==> config.mk <==
export PLATFORM = sky130hd
export DESIGN_NAME = dma_chain_engine
export DESIGN_NICKNAME = d
export VERILOG_FILES = /design/src/rtl/dmac_pkg.sv /design/src/rtl/dmac_seq.sv /design/src/rtl/dmac_regs.sv /design/src/rtl/dma_chain_engine.sv
export SDC_FILE = /design/constraint.sdc
export NUM_CORES = 1
export LEC_CHECK = 0
export BUFFER_PORTS_ARGS = -buffer_cell sky130_fd_sc_hd__buf_2
export CORE_UTILIZATION = 39
export DETAILED_ROUTE_END_ITERATION = 10
export PLACE_DENSITY = 0.56
export SYNTH_ARGS = -nofsm -noshare
export SYNTH_HDL_FRONTEND = slang
export SYNTH_SLANG_ARGS = --single-unit
==> constraint.sdc <==
create_clock -name clk -period 6.5 [get_ports clk]
set_input_delay 0.975 -clock clk [delete_from_list [all_inputs] [get_ports clk]]
set_output_delay 0.975 -clock clk [all_outputs]
set_load 0.03 [all_outputs]
==> src/rtl/dmac_pkg.sv <==
package dmac_pkg;

  localparam int WORD_W      = 32;
  localparam int WORD_BYTES  = WORD_W / 8;
  localparam int FIELD_SHIFT = 3;                      // fields sit 8 bytes apart
  localparam int FIELD_IDX_W = 2;                      // four fields per descriptor
  localparam int DESC_ALIGN  = FIELD_SHIFT + FIELD_IDX_W;
  localparam int SEL_W       = 3;

  localparam logic [SEL_W-1:0] SEL_CDP  = 3'd0;
  localparam logic [SEL_W-1:0] SEL_CTRL = 3'd1;
  localparam logic [SEL_W-1:0] SEL_STAT = 3'd2;
  localparam logic [SEL_W-1:0] SEL_SRC  = 3'd3;
  localparam logic [SEL_W-1:0] SEL_DST  = 3'd4;
  localparam logic [SEL_W-1:0] SEL_NDP  = 3'd5;
  localparam logic [SEL_W-1:0] SEL_BCNT = 3'd6;

  localparam int STAT_BUSY = 0;
  localparam int STAT_DONE = 1;
  localparam int STAT_ERR  = 2;

  typedef enum logic [2:0] {
    ST_IDLE,
    ST_FETCH,
    ST_READ,
    ST_WRITE,
    ST_NEXT
  } seq_state_e;

endpackage

==> src/rtl/dmac_seq.sv <==
module dmac_seq
  import dmac_pkg::*;
#(
  parameter int AW = 32
) (
  input  logic              clk,
  input  logic              rst_n,
  input  logic              start_i,
  input  logic [AW-1:0]     cdp_i,
  output logic              cdp_load_o,
  output logic [AW-1:0]     cdp_next_o,
  output logic              set_done_o,
  output logic              set_err_o,
  output logic              busy_o,
  output logic [AW-1:0]     src_o,
  output logic [AW-1:0]     dst_o,
  output logic [AW-1:0]     ndp_o,
  output logic [WORD_W-1:0] bcnt_o,
  output logic              mem_req_o,
  output logic [AW-1:0]     mem_addr_o,
  output logic              mem_we_o,
  output logic [WORD_W-1:0] mem_wdata_o,
  input  logic [WORD_W-1:0] mem_rdata_i,
  input  logic              mem_ack_i,
  input  logic              mem_err_i
);

  localparam logic [FIELD_IDX_W-1:0] IDX_LAST = '1;
  localparam logic [WORD_W-1:0]      STEP_W   = WORD_W'(WORD_BYTES);
  localparam logic [AW-1:0]          STEP_A   = AW'(WORD_BYTES);

  seq_state_e              state_q, state_d;
  logic [FIELD_IDX_W-1:0]  idx_q, idx_d;
  logic [AW-1:0]           src_q, src_d, dst_q, dst_d, ndp_q, ndp_d;
  logic [WORD_W-1:0]       bcnt_q, bcnt_d, data_q, data_d;
  logic                    src_en, dst_en, ndp_en, bcnt_en, data_en;
  logic [WORD_W-1:0]       cnt_masked;

  assign cnt_masked = {mem_rdata_i[WORD_W-1:2], 2'b00};

  // next-state process
  always_comb begin
    state_d    = state_q;
    idx_d      = idx_q;
    src_d      = src_q;
    dst_d      = dst_q;
    ndp_d      = ndp_q;
    bcnt_d     = bcnt_q;
    data_d     = data_q;
    src_en     = 1'b0;
    dst_en     = 1'b0;
    ndp_en     = 1'b0;
    bcnt_en    = 1'b0;
    data_en    = 1'b0;
    cdp_load_o = 1'b0;
    set_done_o = 1'b0;
    set_err_o  = 1'b0;
    unique case (state_q)
      ST_IDLE: begin
        if (start_i) begin
          state_d = ST_FETCH;
          idx_d   = '0;
        end
      end
      ST_FETCH: begin
        if (mem_err_i) begin
          set_err_o = 1'b1;
          state_d   = ST_IDLE;
        end else if (mem_ack_i) begin
          unique case (idx_q)
            2'd0: begin src_en  = 1'b1; src_d  = mem_rdata_i[AW-1:0]; end
            2'd1: begin dst_en  = 1'b1; dst_d  = mem_rdata_i[AW-1:0]; end
            2'd2: begin ndp_en  = 1'b1; ndp_d  = mem_rdata_i[AW-1:0]; end
            default: begin bcnt_en = 1'b1; bcnt_d = cnt_masked; end
          endcase
          if (idx_q == IDX_LAST) begin
            state_d = (cnt_masked == '0) ? ST_NEXT : ST_READ;
          end else begin
            idx_d = idx_q + 1'b1;
          end
        end
      end
      ST_READ: begin
        if (mem_err_i) begin
          set_err_o = 1'b1;
          state_d   = ST_IDLE;
        end else if (mem_ack_i) begin
          data_en = 1'b1;
          data_d  = mem_rdata_i;
          state_d = ST_WRITE;
        end
      end
      ST_WRITE: begin
        if (mem_err_i) begin
          set_err_o = 1'b1;
          state_d   = ST_IDLE;
        end else if (mem_ack_i) begin
          src_en  = 1'b1;
          dst_en  = 1'b1;
          bcnt_en = 1'b1;
          src_d   = src_q + STEP_A;
          dst_d   = dst_q + STEP_A;
          bcnt_d  = bcnt_q - STEP_W;
          state_d = (bcnt_q == STEP_W) ? ST_NEXT : ST_READ;
        end
      end
      ST_NEXT: begin
        if (ndp_q[0]) begin
          set_done_o = 1'b1;
          state_d    = ST_IDLE;
        end else begin
          cdp_load_o = 1'b1;
          idx_d      = '0;
          state_d    = ST_FETCH;
        end
      end
      default: state_d = ST_IDLE;
    endcase
  end

  // register process
  always_ff @(posedge clk or negedge rst_n) begin
    if (!rst_n) begin
      state_q <= ST_IDLE;
      idx_q   <= '0;
      src_q   <= '0;
      dst_q   <= '0;
      ndp_q   <= '0;
      bcnt_q  <= '0;
      data_q  <= '0;
    end else begin
      state_q <= state_d;
      idx_q   <= idx_d;
      if (src_en)  src_q  <= src_d;
      if (dst_en)  dst_q  <= dst_d;
      if (ndp_en)  ndp_q  <= ndp_d;
      if (bcnt_en) bcnt_q <= bcnt_d;
      if (data_en) data_q <= data_d;
    end
  end

  // memory port
  always_comb begin
    unique case (state_q)
      ST_FETCH: mem_addr_o = {cdp_i[AW-1:DESC_ALIGN], idx_q, {FIELD_SHIFT{1'b0}}};
      ST_READ:  mem_addr_o = src_q;
      ST_WRITE: mem_addr_o = dst_q;
      default:  mem_addr_o = '0;
    endcase
  end

  assign mem_req_o   = (state_q == ST_FETCH) || (state_q == ST_READ) || (state_q == ST_WRITE);
  assign mem_we_o    = (state_q == ST_WRITE);
  assign mem_wdata_o = data_q;
  assign cdp_next_o  = {ndp_q[AW-1:DESC_ALIGN], {DESC_ALIGN{1'b0}}};
  assign busy_o      = (state_q != ST_IDLE);
  assign src_o       = src_q;
  assign dst_o       = dst_q;
  assign ndp_o       = ndp_q;
  assign bcnt_o      = bcnt_q;

  AST_REQ_HOLD: assert property (@(posedge clk) disable iff (!rst_n)
    (mem_req_o && !mem_ack_i && !mem_err_i) |=>
      (mem_req_o && $stable(mem_addr_o) && $stable(mem_we_o) && $stable(mem_wdata_o)));
  AST_FETCH_ALIGN: assert property (@(posedge clk) disable iff (!rst_n)
    (state_q == ST_FETCH) |-> (!mem_we_o && mem_addr_o[FIELD_SHIFT-1:0] == '0));
  AST_ERR_SILENT: assert property (@(posedge clk) disable iff (!rst_n)
    (mem_req_o && mem_err_i) |=> (!mem_req_o && !busy_o));
  AST_NO_EMPTY_WRITE: assert property (@(posedge clk) disable iff (!rst_n)
    (mem_req_o && mem_we_o) |-> (bcnt_q != '0));

endmodule

==> src/rtl/dmac_regs.sv <==
module dmac_regs
  import dmac_pkg::*;
#(
  parameter int AW = 32
) (
  input  logic              clk,
  input  logic              rst_n,
  input  logic [SEL_W-1:0]  sel_i,
  input  logic              wen_i,
  input  logic [WORD_W-1:0] wdata_i,
  output logic [WORD_W-1:0] rdata_o,
  input  logic              busy_i,
  input  logic              cdp_load_i,
  input  logic [AW-1:0]     cdp_next_i,
  input  logic              set_done_i,
  input  logic              set_err_i,
  input  logic [AW-1:0]     src_i,
  input  logic [AW-1:0]     dst_i,
  input  logic [AW-1:0]     ndp_i,
  input  logic [WORD_W-1:0] bcnt_i,
  output logic              start_o,
  output logic [AW-1:0]     cdp_o
);

  logic [AW-1:0] cdp_q, cdp_d;
  logic          cdp_en;
  logic          done_q, done_d, err_q, err_d;
  logic          stat_wr;

  assign stat_wr = wen_i && (sel_i == SEL_STAT);
  assign start_o = wen_i && (sel_i == SEL_CTRL) && wdata_i[0] && !busy_i;

  // next-state process
  always_comb begin
    cdp_en = 1'b0;
    cdp_d  = cdp_q;
    if (cdp_load_i) begin
      cdp_en = 1'b1;
      cdp_d  = cdp_next_i;
    end else if (wen_i && (sel_i == SEL_CDP) && !busy_i) begin
      cdp_en = 1'b1;
      cdp_d  = wdata_i[AW-1:0];
    end
    done_d = done_q;
    err_d  = err_q;
    if (stat_wr && wdata_i[STAT_DONE]) done_d = 1'b0;
    if (stat_wr && wdata_i[STAT_ERR])  err_d  = 1'b0;
    if (set_done_i) done_d = 1'b1;
    if (set_err_i)  err_d  = 1'b1;
  end

  // register process
  always_ff @(posedge clk or negedge rst_n) begin
    if (!rst_n) begin
      cdp_q  <= '0;
      done_q <= 1'b0;
      err_q  <= 1'b0;
    end else begin
      if (cdp_en) cdp_q <= cdp_d;
      done_q <= done_d;
      err_q  <= err_d;
    end
  end

  always_comb begin
    rdata_o = '0;
    unique case (sel_i)
      SEL_CDP:  rdata_o = WORD_W'(cdp_q);
      SEL_STAT: begin
        rdata_o[STAT_BUSY] = busy_i;
        rdata_o[STAT_DONE] = done_q;
        rdata_o[STAT_ERR]  = err_q;
      end
      SEL_SRC:  rdata_o = WORD_W'(src_i);
      SEL_DST:  rdata_o = WORD_W'(dst_i);
      SEL_NDP:  rdata_o = WORD_W'(ndp_i);
      SEL_BCNT: rdata_o = bcnt_i;
      default:  rdata_o = '0;
    endcase
  end

  assign cdp_o = cdp_q;

  AST_DONE_SETS: assert property (@(posedge clk) disable iff (!rst_n)
    set_done_i |=> done_q);
  AST_ERR_SETS: assert property (@(posedge clk) disable iff (!rst_n)
    set_err_i |=> err_q);
  AST_DONE_W1C: assert property (@(posedge clk) disable iff (!rst_n)
    (stat_wr && wdata_i[STAT_DONE] && !set_done_i) |=> !done_q);
  AST_CDP_LOCKED: assert property (@(posedge clk) disable iff (!rst_n)
    (busy_i && !cdp_load_i) |=> $stable(cdp_q));

endmodule

==> src/rtl/dma_chain_engine.sv <==
module dma_chain_engine
  import dmac_pkg::*;
#(
  parameter int AW = 32
) (
  input  logic              clk,
  input  logic              rst_n,
  input  logic [SEL_W-1:0]  reg_sel,
  input  logic              reg_wen,
  input  logic [WORD_W-1:0] reg_wdata,
  output logic [WORD_W-1:0] reg_rdata,
  output logic              mem_req,
  output logic [AW-1:0]     mem_addr,
  output logic              mem_we,
  output logic [WORD_W-1:0] mem_wdata,
  input  logic [WORD_W-1:0] mem_rdata,
  input  logic              mem_ack,
  input  logic              mem_err
);

  logic          rst_meta_q, rst_sync_q;
  logic          start, busy, cdp_load, set_done, set_err;
  logic [AW-1:0] cdp, cdp_next, src, dst, ndp;
  logic [WORD_W-1:0] bcnt;

  // asynchronous assert, synchronous release
  always_ff @(posedge clk or negedge rst_n) begin
    if (!rst_n) begin
      rst_meta_q <= 1'b0;
      rst_sync_q <= 1'b0;
    end else begin
      rst_meta_q <= 1'b1;
      rst_sync_q <= rst_meta_q;
    end
  end

  dmac_regs #(.AW(AW)) u_regs (
    .clk        (clk),
    .rst_n      (rst_sync_q),
    .sel_i      (reg_sel),
    .wen_i      (reg_wen),
    .wdata_i    (reg_wdata),
    .rdata_o    (reg_rdata),
    .busy_i     (busy),
    .cdp_load_i (cdp_load),
    .cdp_next_i (cdp_next),
    .set_done_i (set_done),
    .set_err_i  (set_err),
    .src_i      (src),
    .dst_i      (dst),
    .ndp_i      (ndp),
    .bcnt_i     (bcnt),
    .start_o    (start),
    .cdp_o      (cdp)
  );

  dmac_seq #(.AW(AW)) u_seq (
    .clk         (clk),
    .rst_n       (rst_sync_q),
    .start_i     (start),
    .cdp_i       (cdp),
    .cdp_load_o  (cdp_load),
    .cdp_next_o  (cdp_next),
    .set_done_o  (set_done),
    .set_err_o   (set_err),
    .busy_o      (busy),
    .src_o       (src),
    .dst_o       (dst),
    .ndp_o       (ndp),
    .bcnt_o      (bcnt),
    .mem_req_o   (mem_req),
    .mem_addr_o  (mem_addr),
    .mem_we_o    (mem_we),
    .mem_wdata_o (mem_wdata),
    .mem_rdata_i (mem_rdata),
    .mem_ack_i   (mem_ack),
    .mem_err_i   (mem_err)
  );

  AST_RESET_QUIET: assert property (@(posedge clk)
    !rst_sync_q |=> (!mem_req && !busy));

endmodule

==> results.sh <==
export IMPL_met2_usage_pct=43.5
export IMPL_synth_seq_area_share_pct=40.8
export IMPL_fin_crit_ns=3.89
export IMPL_ctsResizeCount=0
export IMPL_clk_latency_ns=0.45
export IMPL_hold_buffers=0
export IMPL_drive_above_1_share_pct=24.0
export IMPL_die_h_um=179
export IMPL_r2r_setup_slack_ns=2.83
export IMPL_final_cell_mix="dfrtp_1 (197), buf_2 (169), nor2_1 (149)"
export IMPL_drtAntennaViolNets=0
export IMPL_rsz0062_at_grt="false"
export IMPL_powerDensity_nw_per_um2=369
export IMPL_numCtsBuffers=17
export IMPL_routed_wl_um=42800
export IMPL_layout_commonest_cell="dfrtp_1"
export IMPL_yosys_warnings=0
export IMPL_syn_area_per_cell_um2=9.05
export IMPL_syn_nets=1429
export IMPL_core_area_um2=30700
export IMPL_cts_max_level=4
export IMPL_hold_viol_final=0
export IMPL_grt_busiest_layer="met2"
export IMPL_synth_cells=1349
export IMPL_antennaDiodeCount=0
export IMPL_viasPerCell=6.18
export IMPL_via_count=11474
export IMPL_grt_usage_pct=27.2
export IMPL_cp_end_kind="output port"
export IMPL_ys_flop_type="dfrtp_1"
export IMPL_start_kind="input port"
export IMPL_numClockSinks=199
export IMPL_root_buffer="clkbuf_16"
export IMPL_fin_crit_sh_pct=59.8
export IMPL_relSlewSlack_pct=21.7
export IMPL_netlist_area_um2=12200
export IMPL_drv_slew=0
export IMPL_ir_worst_vdd_uv=188
export IMPL_async_flop_share_pct=100
export IMPL_antenna_found_initial=0
export IMPL_clkTransAtPathRegs_ns=0.07
export IMPL_path_class="input port to output port"
export IMPL_drv_cap=0
export IMPL_worst_r2r_path_depth=7
export IMPL_fmax_ghz=0.257
export IMPL_routedWlPerCell_um=23.0
export IMPL_final_core_util_pct=45.4
export IMPL_crit_path_max_fanout=39
export IMPL_drt_pass1_iterations=5
export IMPL_gp_congestion=0.890
export IMPL_post_cts_buffers=0
export IMPL_gr_total_overflow=0
export IMPL_boundaryPins=170
export IMPL_die_area_um2=32000
export IMPL_status="finished, final reports clean"
export IMPL_grt_first_pass_wirelength_um=65900
export IMPL_drc=0
export IMPL_min_path_type="register to asynchronous set/reset pin"
export IMPL_place_port_buffers=169
export IMPL_clk_path_buf_depth=2
export IMPL_grt_use_met1_pct=37.7
export IMPL_yosysUniqueCellTypes=66
export IMPL_skew_ns=0.0133
export IMPL_synth_edf_count=0
export IMPL_grt_max_degree=84
export IMPL_ys_ff_latch=199
export IMPL_worst_ep_arrival_time_ns=2.91
export IMPL_fp_row_count=64
export IMPL_grt_pass1_vias=10932
export IMPL_p_leak_nw=6.15
export IMPL_drt_iter0_drc=948
export IMPL_worstPathRequired_ns=5.52
export IMPL_grtUsageMet3_pct=4.33
export IMPL_cts_tree="done"
export IMPL_num_nets_final=1528
export IMPL_hpwl_um=28900
export IMPL_setup_viol=0
export IMPL_dieWidth_um=179
export IMPL_start_util_pct=39.8
export IMPL_syn_to_final_growth_pct=14.1
export IMPL_worst_pin_slew_ns=1.17
export IMPL_finalSetupTns_ns=0
[worst paths after layout]
path | start | to
setup / recovery | reg_sel[0] | reg_rdata[2]
hold / removal | rst_sync_q | u_seq.mem_wdata_o[10]
setup reg to reg | u_seq.state_q[2] | u_seq.bcnt_o[31]
hold reg to reg | rst_sync_q | u_seq.mem_wdata_o[10]
max in group asynchronous | rst_sync_q | u_regs.cdp_o[24]
min in group clk | rst_meta_q | rst_sync_q
[sequential cells by signal, summed over array words and instances, names as in the netlist]
name / flops
u_seq.src_o: 32
u_seq.mem_wdata_o: 32
u_seq.ndp_o: 32
u_seq.dst_o: 32
rst_meta_q: 1
u_regs.err_q: 1
u_regs.done_q: 1
u_seq.state_q: 3
u_seq.bcnt_o: 30
u_regs.cdp_o: 32
u_seq.idx_q: 2
rst_sync_q: 1
[kinds of logic after synthesis]
| kind of cell | count (synthesis) | share of synthesized area (%) |
|---|---|---|
| AO/OA/AOI/OAI | 415 | 22.1 |
| adder cells (fa/ha/maj) | 8 | 0.820 |
| buffers and inverters | 131 | 4.18 |
| flip-flops | 199 | 40.8 |
| multiplexers | 166 | 14.6 |
| other | 1 | 0.0307 |
| AND/OR/NAND/NOR | 429 | 17.5 |
[cell type report]
class	count	area [µm²]
Tap cell	396	495
Multi-Input combinational cell	1019	6770
Sequential cell	199	4980
Clock buffer	23	478
Timing Repair Buffer	195	1040
Inverter	16	61.3
Fill cell	3055	16800
Clock inverter	9	91.3
[stage by stage]
step / worst slack [ns] / cell area, µm² / total power, mW / cells / hold slack [ns]
floorplan: 0.544 / 12200 / 3.45 / 1349 / 0.331
global placement: 2.63 / 13300 / 4.03 / 1825 / 0.308
detailed placement: 2.60 / 13300 / 4.06 / 1825 / 0.307
CTS: 2.59 / 13900 / 5.15 / 1857 / 0.285
global route: 2.43 / 13900 / 5.45 / 1857 / 0.287
finish: 2.61 / 13900 / 5.14 / 1857 / 0.289
[cells in the mapped netlist (31+ instances only)]
| cell type | instances | area [µm²] |
|---|---|---|
| a221oi_1 | 31 | 272 |
| mux2_2 | 97 | 1090 |
| o21ai_0 | 77 | 385 |
| nand2_1 | 90 | 338 |
| clkbuf_1 | 85 | 319 |
| mux2i_1 | 69 | 691 |
| nand3_1 | 34 | 170 |
| dfrtp_1 | 199 | 4980 |
| a21oi_1 | 131 | 656 |
| a22oi_1 | 37 | 278 |
| nor2_1 | 151 | 567 |
[where the power goes]
group / switching [mW] / internal [mW] / leakage [nW]
logic: 1.04 / 0.765 / 3.38
registers: 0.583 / 1.67 / 2.49
clock network: 0.516 / 0.565 / 0.279
total: 2.14 / 3.00 / 6.15
[metal layers]
layer	up-vias	wire, µm
li1	5287	-
met1	5706	19400
met2	429	19900
met3	52	2710
met4	0	815
met5	-	0
[worst max-delay path, stage by stage]
cell and delay, ns:
buf_2 0.09, buf_4 0.42, and2_2 0.82, a221oi_1 0.17
o22ai_1 0.21, buf_2 0.23
Power figures use the tool's default switching activity.
